## config.mk

```make
export PLATFORM = sky130hd
export DESIGN_NAME = usb_bank_autoval
export DESIGN_NICKNAME = d
export VERILOG_FILES = /design/src/rtl/usb_bank_pkg.sv /design/src/rtl/bank_event_arb.sv /design/src/rtl/bank_ring.sv /design/src/rtl/dma_gate.sv /design/src/rtl/usb_bank_autoval.sv
export SDC_FILE = /design/constraint.sdc
export NUM_CORES = 1
export LEC_CHECK = 0
export BUFFER_PORTS_ARGS = -buffer_cell sky130_fd_sc_hd__buf_2
export CAP_MARGIN = 20
export CORE_AREA = 2 2 39 41
export CTS_BUF_LIST = sky130_fd_sc_hd__clkbuf_8 sky130_fd_sc_hd__clkbuf_16
export DETAILED_ROUTE_END_ITERATION = 12
export DIE_AREA = 0 0 41 43
export PLACE_DENSITY = 0.66
export SYNTH_ARGS = -nofsm -noshare
export SYNTH_HDL_FRONTEND = slang
export SYNTH_HIERARCHICAL = 1
export SYNTH_SLANG_ARGS = --single-unit
```

## constraint.sdc

```tcl
create_clock -name clk -period 2.9 [get_ports clk]
set_clock_uncertainty 0.2 [all_clocks]
set_input_delay 0.435 -clock clk [delete_from_list [all_inputs] [get_ports clk]]
set_output_delay 0.435 -clock clk [all_outputs]
set_load 0.005 [all_outputs]
```

## src/rtl/usb_bank_pkg.sv

```systemverilog
// Package: shared types for the endpoint bank controller.
// Assumes: nothing beyond IEEE 1800-2017.
package usb_bank_pkg;

    // Source of a hand-over request for the current bank.
    typedef enum logic [1:0] {
        SRC_NONE = 2'd0,
        SRC_AUTO = 2'd1,
        SRC_FW   = 2'd2
    } handover_src_e;

    // Request to flip the current bank to its target state.
    typedef struct packed {
        logic          req;
        handover_src_e src;
    } handover_t;

endpackage

```

## src/rtl/bank_event_arb.sv

```systemverilog
// Module: bank_event_arb
// Merges automatic and firmware hand-over events into one request per cycle.
// A firmware command wins over an automatic event in the same cycle.
// Assumes: all event inputs are single-cycle pulses. Control endpoints
// never auto-validate.
module bank_event_arb
    import usb_bank_pkg::*;
(
    input  logic      auto_val,
    input  logic      is_ctrl,
    input  logic      dir_in,
    input  logic      bank_full,
    input  logic      last_rd,
    input  logic      dma_end,
    input  logic      dma_end_en,
    input  logic      fw_set,
    input  logic      fw_clr,
    output handover_t hov
);
    logic auto_on;
    logic auto_evt;
    logic fw_evt;

    // Qualify the automatic and firmware events for the current direction.
    always_comb begin
        auto_on  = auto_val && !is_ctrl;
        auto_evt = auto_on && ((dir_in ? bank_full : last_rd) || (dma_end && dma_end_en));
        fw_evt   = dir_in ? fw_set : fw_clr;
    end

    // Pick the winning source: firmware first.
    always_comb begin
        hov.req = fw_evt || auto_evt;
        if (fw_evt)
            hov.src = SRC_FW;
        else if (auto_evt)
            hov.src = SRC_AUTO;
        else
            hov.src = SRC_NONE;
    end
endmodule

```

## src/rtl/bank_ring.sv

```systemverilog
// Module: bank_ring
// Holds the per-bank ready flags and the current local-side bank pointer.
// A granted hand-over drives the current flag to its target state
// (1 for IN, 0 for OUT) and moves the pointer on, wrapping.
// Assumes: bus completions and local hand-overs never target the same flag
// value in one cycle (they need opposite starting states).
module bank_ring #(
    parameter int NB    = 2,
    parameter int PTR_W = (NB > 1) ? $clog2(NB) : 1,
    parameter int CNT_W = $clog2(NB + 1)
) (
    input  logic             clk,
    input  logic             rst_n,
    input  logic             en,
    input  logic             dir_in,
    input  logic             hov_req,
    input  logic             bus_done,
    input  logic [PTR_W-1:0] bus_bank,
    output logic [NB-1:0]    flags,
    output logic [PTR_W-1:0] cur,
    output logic [CNT_W-1:0] busy
);
    localparam logic [PTR_W-1:0] LAST = PTR_W'(NB - 1);

    logic grant;
    logic cur_flag;

    // A request is granted only if the current bank is not already in target state.
    always_comb begin
        cur_flag = flags[cur];
        grant    = en && hov_req && (cur_flag ^ dir_in);
    end

    // Per-bank ready flag.
    for (genvar b = 0; b < NB; b++) begin : g_bank
        always_ff @(posedge clk) begin
            if (!rst_n)
                flags[b] <= 1'b0;
            else if (grant && (cur == PTR_W'(b)))
                flags[b] <= dir_in;
            else if (en && bus_done && (bus_bank == PTR_W'(b)))
                flags[b] <= !dir_in;
        end
    end

    // Local-side pointer advance with wrap.
    always_ff @(posedge clk) begin
        if (!rst_n)
            cur <= '0;
        else if (grant)
            cur <= (cur == LAST) ? '0 : cur + 1'b1;
    end

    // Count of banks holding a ready flag.
    always_comb begin
        busy = '0;
        for (int i = 0; i < NB; i++)
            busy = busy + CNT_W'(flags[i]);
    end
endmodule

```

## src/rtl/dma_gate.sv

```systemverilog
// Module: dma_gate
// Suppresses the DMA request after an endpoint interrupt. An interrupt tied to
// a new bank packet lets a running transfer finish. Any other interrupt drops
// the request at once. Both holds end on a source clear or when gating is off.
// Assumes: dma_active stays high until the running transfer completes.
module dma_gate (
    input  logic clk,
    input  logic rst_n,
    input  logic en,
    input  logic gates,
    input  logic irq_fire,
    input  logic irq_newbank,
    input  logic src_clr,
    input  logic dma_active,
    input  logic want,
    output logic req
);
    logic hold_soft;
    logic hold_hard;

    // Track the two suppression modes.
    always_ff @(posedge clk) begin
        if (!rst_n) begin
            hold_soft <= 1'b0;
            hold_hard <= 1'b0;
        end else if (en) begin
            if (!gates || src_clr) begin
                hold_soft <= 1'b0;
                hold_hard <= 1'b0;
            end else if (irq_fire) begin
                if (irq_newbank)
                    hold_soft <= 1'b1;
                else
                    hold_hard <= 1'b1;
            end
        end
    end

    // Final request: soft hold lets an active transfer run on.
    always_comb begin
        req = en && want && !hold_hard && !(hold_soft && !dma_active);
    end
endmodule

```

## src/rtl/usb_bank_autoval.sv

```systemverilog
// Module: usb_bank_autoval (top)
// Bank hand-over and DMA request control for one non-control USB endpoint.
// Assumes: event inputs are single-cycle pulses synchronous to clk.
// EP_INDEX 0 forces the endpoint enabled.
module usb_bank_autoval
    import usb_bank_pkg::*;
#(
    parameter int EP_INDEX  = 1,
    parameter int NUM_BANKS = 2,
    parameter int PTR_W     = (NUM_BANKS > 1) ? $clog2(NUM_BANKS) : 1,
    parameter int CNT_W     = $clog2(NUM_BANKS + 1)
) (
    input  logic                 clk,
    input  logic                 rst_n,
    input  logic                 ep_en,
    input  logic                 auto_val,
    input  logic                 irq_gates_dma,
    input  logic                 is_ctrl,
    input  logic                 dir_in,
    input  logic                 bank_full,
    input  logic                 last_rd,
    input  logic                 dma_end,
    input  logic                 dma_end_en,
    input  logic                 fw_set,
    input  logic                 fw_clr,
    input  logic                 bus_done,
    input  logic [PTR_W-1:0]     bus_bank,
    input  logic                 irq_fire,
    input  logic                 irq_newbank,
    input  logic                 irq_src_clr,
    input  logic                 dma_active,
    output logic [NUM_BANKS-1:0] bank_rdy,
    output logic [PTR_W-1:0]     cur_bank,
    output logic [CNT_W-1:0]     busy_cnt,
    output logic                 dma_req
);
    logic      en_eff;
    logic      dma_want;
    handover_t hov;

    // Endpoint 0 is always live; others follow the enable input.
    if (EP_INDEX == 0) begin : g_ep0
        assign en_eff = 1'b1;
    end else begin : g_epn
        assign en_eff = ep_en;
    end

    bank_event_arb u_arb (
        .auto_val   (auto_val),
        .is_ctrl    (is_ctrl),
        .dir_in     (dir_in),
        .bank_full  (bank_full),
        .last_rd    (last_rd),
        .dma_end    (dma_end),
        .dma_end_en (dma_end_en),
        .fw_set     (fw_set),
        .fw_clr     (fw_clr),
        .hov        (hov)
    );

    bank_ring #(.NB(NUM_BANKS), .PTR_W(PTR_W), .CNT_W(CNT_W)) u_ring (
        .clk      (clk),
        .rst_n    (rst_n),
        .en       (en_eff),
        .dir_in   (dir_in),
        .hov_req  (hov.req),
        .bus_done (bus_done),
        .bus_bank (bus_bank),
        .flags    (bank_rdy),
        .cur      (cur_bank),
        .busy     (busy_cnt)
    );

    // DMA wants a free IN bank or a filled OUT bank.
    always_comb begin
        dma_want = dir_in ? !bank_rdy[cur_bank] : bank_rdy[cur_bank];
    end

    dma_gate u_gate (
        .clk         (clk),
        .rst_n       (rst_n),
        .en          (en_eff),
        .gates       (irq_gates_dma),
        .irq_fire    (irq_fire),
        .irq_newbank (irq_newbank),
        .src_clr     (irq_src_clr),
        .dma_active  (dma_active),
        .want        (dma_want),
        .req         (dma_req)
    );
endmodule

```

==> results of run 1 <==
-- flip-flops by register name, summed over array words and instances, names as in the netlist --
register	count
u_ring/flags	2
u_gate/hold_hard	1
u_gate/hold_soft	1
u_ring/cur	1
-- through the flow --
step                      std cells  utilization, %
after floorplan                  44               -
after global placement           83            39.1
after detailed placement         83            39.1
after CTS                        87            42.3
after global routing             87            42.3
final                            87            42.3
-- critical path, delay by kind of cell, from the launching register on --
kind          cells  cell delay [ps]
buf+inv           1              140
flops             1              430
xor+xnor          1              170
mux               1              240
simple gates      2              190
-- power groups by stage --
stage	sequential, mW	combinational [mW]	clock [mW]
global placement	0.0813	0.0593	0
floorplan	0.0802	0.0347	0
global route	0.0815	0.0670	0.134
CTS	0.0803	0.0607	0.128
finish	0.0802	0.0603	0.124
detailed placement	0.0813	0.0603	0
-- cell type report --
type                    count  area, µm²
repair buffers             24        120
multi-input cells          35        289
inverters                   3       11.3
flip-flops and latches      5        100
clock buffers               3       41.3
clock inverters             1       3.75
fillers                   154        798
well taps                  16       20.0
-- worst max-delay path by stage --
stage | startpoint | end | slack [ps] | depth (start not counted)
after floorplan | u_ring/cur$_SDFFE_PN0N_ | dma_req | 1280 | 4
after global placement | u_ring/cur$_SDFFE_PN0N_ | dma_req | 1110 | 5
after detailed placement | u_ring/cur$_SDFFE_PN0N_ | dma_req | 1110 | 5
after CTS | u_ring/cur$_SDFFE_PN0N_ | dma_req | 880 | 5
after global routing | u_ring/cur$_SDFFE_PN0N_ | dma_req | 790 | 5
final | u_ring/cur$_SDFFE_PN0N_ | dma_req | 890 | 5
-- metal layers --
metal	GRT usage [%]	up-vias	part of all wire, %
met2	21.6	16	50
li1	-	221	-
met5	0	-	0
met1	14.7	195	43
met3	3.14	2	5.6
met4	8.00	0	1.4
-- placed cells by master, fill, tap and decap left out, types with 2 or more instances in the layout --
master                     count
sky130_fd_sc_hd__buf_2        24
sky130_fd_sc_hd__dfxtp_1       5
sky130_fd_sc_hd__mux2i_1       4
sky130_fd_sc_hd__inv_1         4
sky130_fd_sc_hd__clkbuf_8      3
sky130_fd_sc_hd__xnor2_1       2
sky130_fd_sc_hd__nand2b_1      2
sky130_fd_sc_hd__nand4b_1      2
sky130_fd_sc_hd__nand2_1       2
sky130_fd_sc_hd__a31oi_1       2
sky130_fd_sc_hd__mux2_4        2
sky130_fd_sc_hd__o21ai_1       2
==> flow_metrics.py, run 1 <==
metrics = {
    "critical_path": {
        "worst_path_largest_cell_delay_ps": 430,
        "timing.critical_path.from_type": "register",
        "cp.required_ps": 2270,
        "regToRegStartpoint": "u_ring/flags[0]$_SDFFE_PN0P_",
        "timing_worst_setup_path_type": "reg -> out",
        "cpMaxStageDelayCell": "sky130_fd_sc_hd__dfxtp_1",
        "worst-path-max-fanout": 7,
        "endpoint_kind_of_the_worst_setup_timing_path": "output port",
        "cp_cell_sequence": "mux2i_1, xnor2_1, nand2_1, nor3_1, buf_2",
        "r2r_end": "u_ring/cur$_SDFFE_PN0N_",
        "worst_ep_arrival_time_ps": 1380,
        "regToRegSetupSlack_ps": 1810,
        "rr_worst_depth": 3,
    },
    "cts": {
        "cts_root_buffer": "sky130_fd_sc_hd__clkbuf_8",
        "htree_num_levels": 1,
        "max-clock-path-buffers": 2,
        "clk_latency_ps": 220,
        "worst_setup_hold_path_clk_slew_ps": 30,
        "cts.repair_timing.setup_buffer_count": 0,
        "postCtsHoldBufs": 0,
        "clkSinkCount": 5,
        "tritoncts": "yes",
        "post_cts_resized": 0,
        "cts-buffers-inserted": 3,
    },
    "placed_design": {
        "dpl_cell_area_um2": 541,
        "io_buffer_count": 24,
        "place_congestion": 0.768,
        "dpl.hpwl_um": 772,
        "dpl_worst_slack_ps": 1110,
    },
    "timing": {
        "highest_clock_rate_ghz": 0.497,
        "slew_violations": 0,
        "relSlewSlack_pct": 74.2,
        "hold_violation_total_from_the_final_report": 0,
        "setup_total_negative_slack_ps": 0,
        "rsz_0062_raised_after_global_routing": "false",
        "slew_at_the_pin_closest_to_its_max_slew_limit_ps": 386,
        "final.hold.worst_slack_ps": 281,
        "final.period_utilization_pct": 69.3,
        "final_critical_path_setup_slack_ps": 889,
        "minimum_clock_period_ps": 2010,
        "finish_stage_setup_viols": 0,
    },
    "floorplan": {
        "die_y_um": 43,
        "floorplan.initialDensity_pct": 29.7,
        "pin_count": 25,
        "die_w_um": 41,
        "coreArea_um2": 1380,
        "dieArea_um2": 1760,
        "placementRows": 14,
    },
    "worst_hold_path": {
        "holdPathStages": 2,
        "hold_path_end": "u_gate/hold_hard$_SDFFE_PN0P_",
        "min_path_type": "reg -> reg",
        "min_from": "u_gate/hold_hard$_SDFFE_PN0P_",
    },
    "grt": {
        "globalRouteOverflowTotal": 0,
        "via_count_of_the_first_global_routing_pass": 401,
        "maximum_number_of_pins_on_one_net_before_global_route_repair": 14,
        "grt_antenna_before_repair": 0,
        "grt_util_all_layers_pct": 13.3,
        "grt_first_pass_wirelength_um": 1570,
    },
    "route": {
        "route.final.wire_length_um": 968,
        "first_iter_violations": 3,
        "drt_first_pass_iters": 3,
        "num_vias": 434,
        "avgRoutedWirePerCell_um": 11.1,
        "avgViaCountPerCell": 4.99,
        "antenna_left": 0,
        "post-route-drc-count": 0,
    },
    "power": {
        "clkPwrFrac_pct": 46.8,
        "share_of_power_burned_in_combinational_logic_pct": 22.8,
        "cellLeakagePower_nw": 0.286,
        "p_int_mw": 0.197,
        "switching_share_pct": 25.4,
        "peakVddDrop_v": 0.000140,
        "power_per_cell_area_nw_per_um2": 451,
        "power.sequential.fraction_pct": 30.4,
        "switching_power_mw": 0.0672,
        "finalPower_mw": 0.264,
    },
    "run_status": {
        "run_status": "finished clean",
    },
    "yosys": {
        "syn_area_um2": 412,
        "post_synth_inst_count": 44,
        "synth.avg_cell_area_um2": 9.36,
        "synthesized_nets": 64,
        "ys.warnings.count": 6,
    },
    "finish": {
        "insertedDiodeCount": 0,
        "finalNetCount": 92,
        "syn_to_final_growth_pct": 42.2,
        "layout-drive-gt1-share_pct": 46.5,
        "final_design_area_no_fill_um2": 586,
    },
    "run": {
        "timing.max_cap.violations": 0,
    },
}
Power figures use the tool's default switching activity.
==> inputs of run 2 (changes only) <==
==> constraint.sdc (replaced) <==
create_clock -name clk -period 2 [get_ports clk]
set_clock_uncertainty 0.2 [all_clocks]
set_input_delay 0.3 -clock clk [delete_from_list [all_inputs] [get_ports clk]]
set_output_delay 0.3 -clock clk [all_outputs]
set_load 0.005 [all_outputs]
==> run 2 against run 1 <==
  * Count of clock-buffer cells in the layout unchanged
  * Register-to-register slack lost 940 ps
  * Flip-flop and latch count is the same
  * Critical endpoint unchanged
==> flow_metrics.py, run 2 (synthesis gave the netlist of run 1 again) <==
metrics = {
    "run_status": {
        "run_status": "finished clean",
    },
    "critical_path": {
        "critical_path.n_buffers_inverters": 1,
        "worst_path_largest_cell_delay_ps": 430,
        "worst_ep_arrival_time_ps": 1380,
        "worst-path-max-fanout": 7,
        "cp_cell_sequence": "mux2i_1, xnor2_1, nand2_1, nor3_1, buf_2",
        "cp.required_ps": 1500,
        "timing_worst_setup_path_type": "reg -> out",
        "timing.critical_path.from_type": "register",
        "critPathTopFamily": "flip-flops",
        "endpoint_kind_of_the_worst_setup_timing_path": "output port",
        "cpMaxStageDelayCell": "sky130_fd_sc_hd__dfxtp_1",
    },
    "cts": {
        "cts_root_buffer": "sky130_fd_sc_hd__clkbuf_8",
        "post_cts_resized": 0,
        "cts.repair_timing.setup_buffer_count": 0,
        "clk_latency_ps": 220,
        "max-clock-path-buffers": 2,
        "postCtsHoldBufs": 0,
        "worst_setup_hold_path_clk_slew_ps": 30,
        "clkSinkCount": 5,
        "tritoncts": "yes",
        "cts-buffers-inserted": 3,
        "htree_num_levels": 1,
    },
    "floorplan": {
        "pin_count": 25,
        "dieArea_um2": 1760,
        "coreArea_um2": 1380,
        "floorplan.initialDensity_pct": 29.7,
        "placementRows": 14,
        "die_w_um": 41,
        "die_y_um": 43,
    },
    "placed_design": {
        "io_buffer_count": 24,
        "place_congestion": 0.768,
        "dpl.hpwl_um": 765,
        "dpl_worst_slack_ps": 346,
    },
    "power": {
        "power_per_cell_area_nw_per_um2": 653,
        "peakVddDrop_v": 0.000225,
        "cellLeakagePower_nw": 0.286,
    },
    "timing": {
        "minimum_clock_period_ps": 1880,
        "final.period_utilization_pct": 93.9,
        "final_critical_path_setup_slack_ps": 121,
        "relSlewSlack_pct": 74.7,
        "finish_stage_setup_viols": 0,
        "setup_total_negative_slack_ps": 0,
        "slew_at_the_pin_closest_to_its_max_slew_limit_ps": 378,
        "slew_violations": 0,
        "highest_clock_rate_ghz": 0.532,
        "hold_violation_total_from_the_final_report": 0,
        "rsz_0062_raised_after_global_routing": "false",
    },
    "run": {
        "timing.max_cap.violations": 0,
    },
    "finish": {
        "layout-drive-gt1-share_pct": 46.5,
        "finalNetCount": 92,
        "fillerInstances": 154,
        "final_common_cell": "sky130_fd_sc_hd__buf_2",
        "final_cell_mix": "sky130_fd_sc_hd__buf_2 (24), sky130_fd_sc_hd__dfxtp_1 (5), sky130_fd_sc_hd__mux2i_1 (4), sky130_fd_sc_hd__inv_1 (4), sky130_fd_sc_hd__clkbuf_8 (3)",
        "insertedDiodeCount": 0,
        "sequential_cell_area_um2": 100,
        "registers.top_by_ff_count": "u_ring/flags",
        "syn_to_final_growth_pct": 42.2,
        "postLayoutCoreUtil_pct": 42.3,
        "largest_reg_flops": 2,
        "multiInputGateArea_um2": 289,
    },
    "route": {
        "num_vias": 439,
        "post-route-drc-count": 0,
        "avgRoutedWirePerCell_um": 11.1,
        "first_iter_violations": 5,
        "route.final.wire_length_um": 964,
        "avgViaCountPerCell": 5.05,
        "antenna_left": 0,
        "drt_first_pass_iters": 4,
    },
    "grt": {
        "grt_antenna_before_repair": 0,
        "maximum_number_of_pins_on_one_net_before_global_route_repair": 14,
        "globalRouteOverflowTotal": 0,
        "via_count_of_the_first_global_routing_pass": 392,
        "grt_first_pass_wirelength_um": 1460,
        "grt_util_all_layers_pct": 12.8,
    },
    "worst_hold_path": {
        "min_path_type": "in -> reg",
    },
}
==> run 2: cell counts in the layout (fill, tap and decap cells not counted) <==
No cell type changed its count.
==> run 2: worst paths after layout <==
kind,cells after the start,to,slack [ps],from
setup / recovery,5,dma_req,120,u_ring/cur$_SDFFE_PN0N_
hold / removal,3,u_gate/hold_hard$_SDFFE_PN0P_,180,irq_fire
setup reg to reg,3,u_ring/cur$_SDFFE_PN0N_,870,u_ring/cur$_SDFFE_PN0N_
hold reg to reg,2,u_gate/hold_hard$_SDFFE_PN0P_,280,u_gate/hold_hard$_SDFFE_PN0P_
==> run 2: where the power goes <==
| group | total [mW] | internal [mW] | switching, mW |
|---|---|---|---|
| registers | 0.117 | 0.107 | 0.00989 |
| logic | 0.0871 | 0.0474 | 0.0398 |
| clock network | 0.179 | 0.131 | 0.0473 |
| total | 0.383 | 0.286 | 0.0970 |
==> run 2: through the flow <==
step	instances	hold slack (ps)	instance area [µm²]	power, mW
3_3_place_gp	83	265	541	0.204
5_1_grt	87	187	586	0.409
3_5_place_dp	83	272	541	0.205
4_1_cts	87	174	586	0.389
6_report	87	185	586	0.383
2_1_floorplan	44	185	412	0.167
==> run 2: cell type report <==
type	instances	share of cell area, %
multi-input cells	35	49.4
repair buffers	24	20.5
flip-flops and latches	5	17.1
clock buffers	3	7.05
well taps	16	3.42
inverters	3	1.92
clock inverters	1	0.641
==> run 2: worst register-to-register path, stage by stage, from the launching register on <==
cell and delay (ps):
sky130_fd_sc_hd__dfxtp_1 430, sky130_fd_sc_hd__nand3_1 160, sky130_fd_sc_hd__o21ai_1 170, sky130_fd_sc_hd__nor2_1 50
==> run 2: routing by layer <==
| metal | vias up | track usage [%] | part of all wire [%] |
|---|---|---|---|
| met1 | 197 | 13.1 | 44 |
| met2 | 18 | 19.7 | 48 |
| li1 | 222 | - | - |
| met3 | 2 | 3.14 | 6.0 |
| met4 | 0 | 12.0 | 2.0 |
| met5 | - | 0 | 0 |
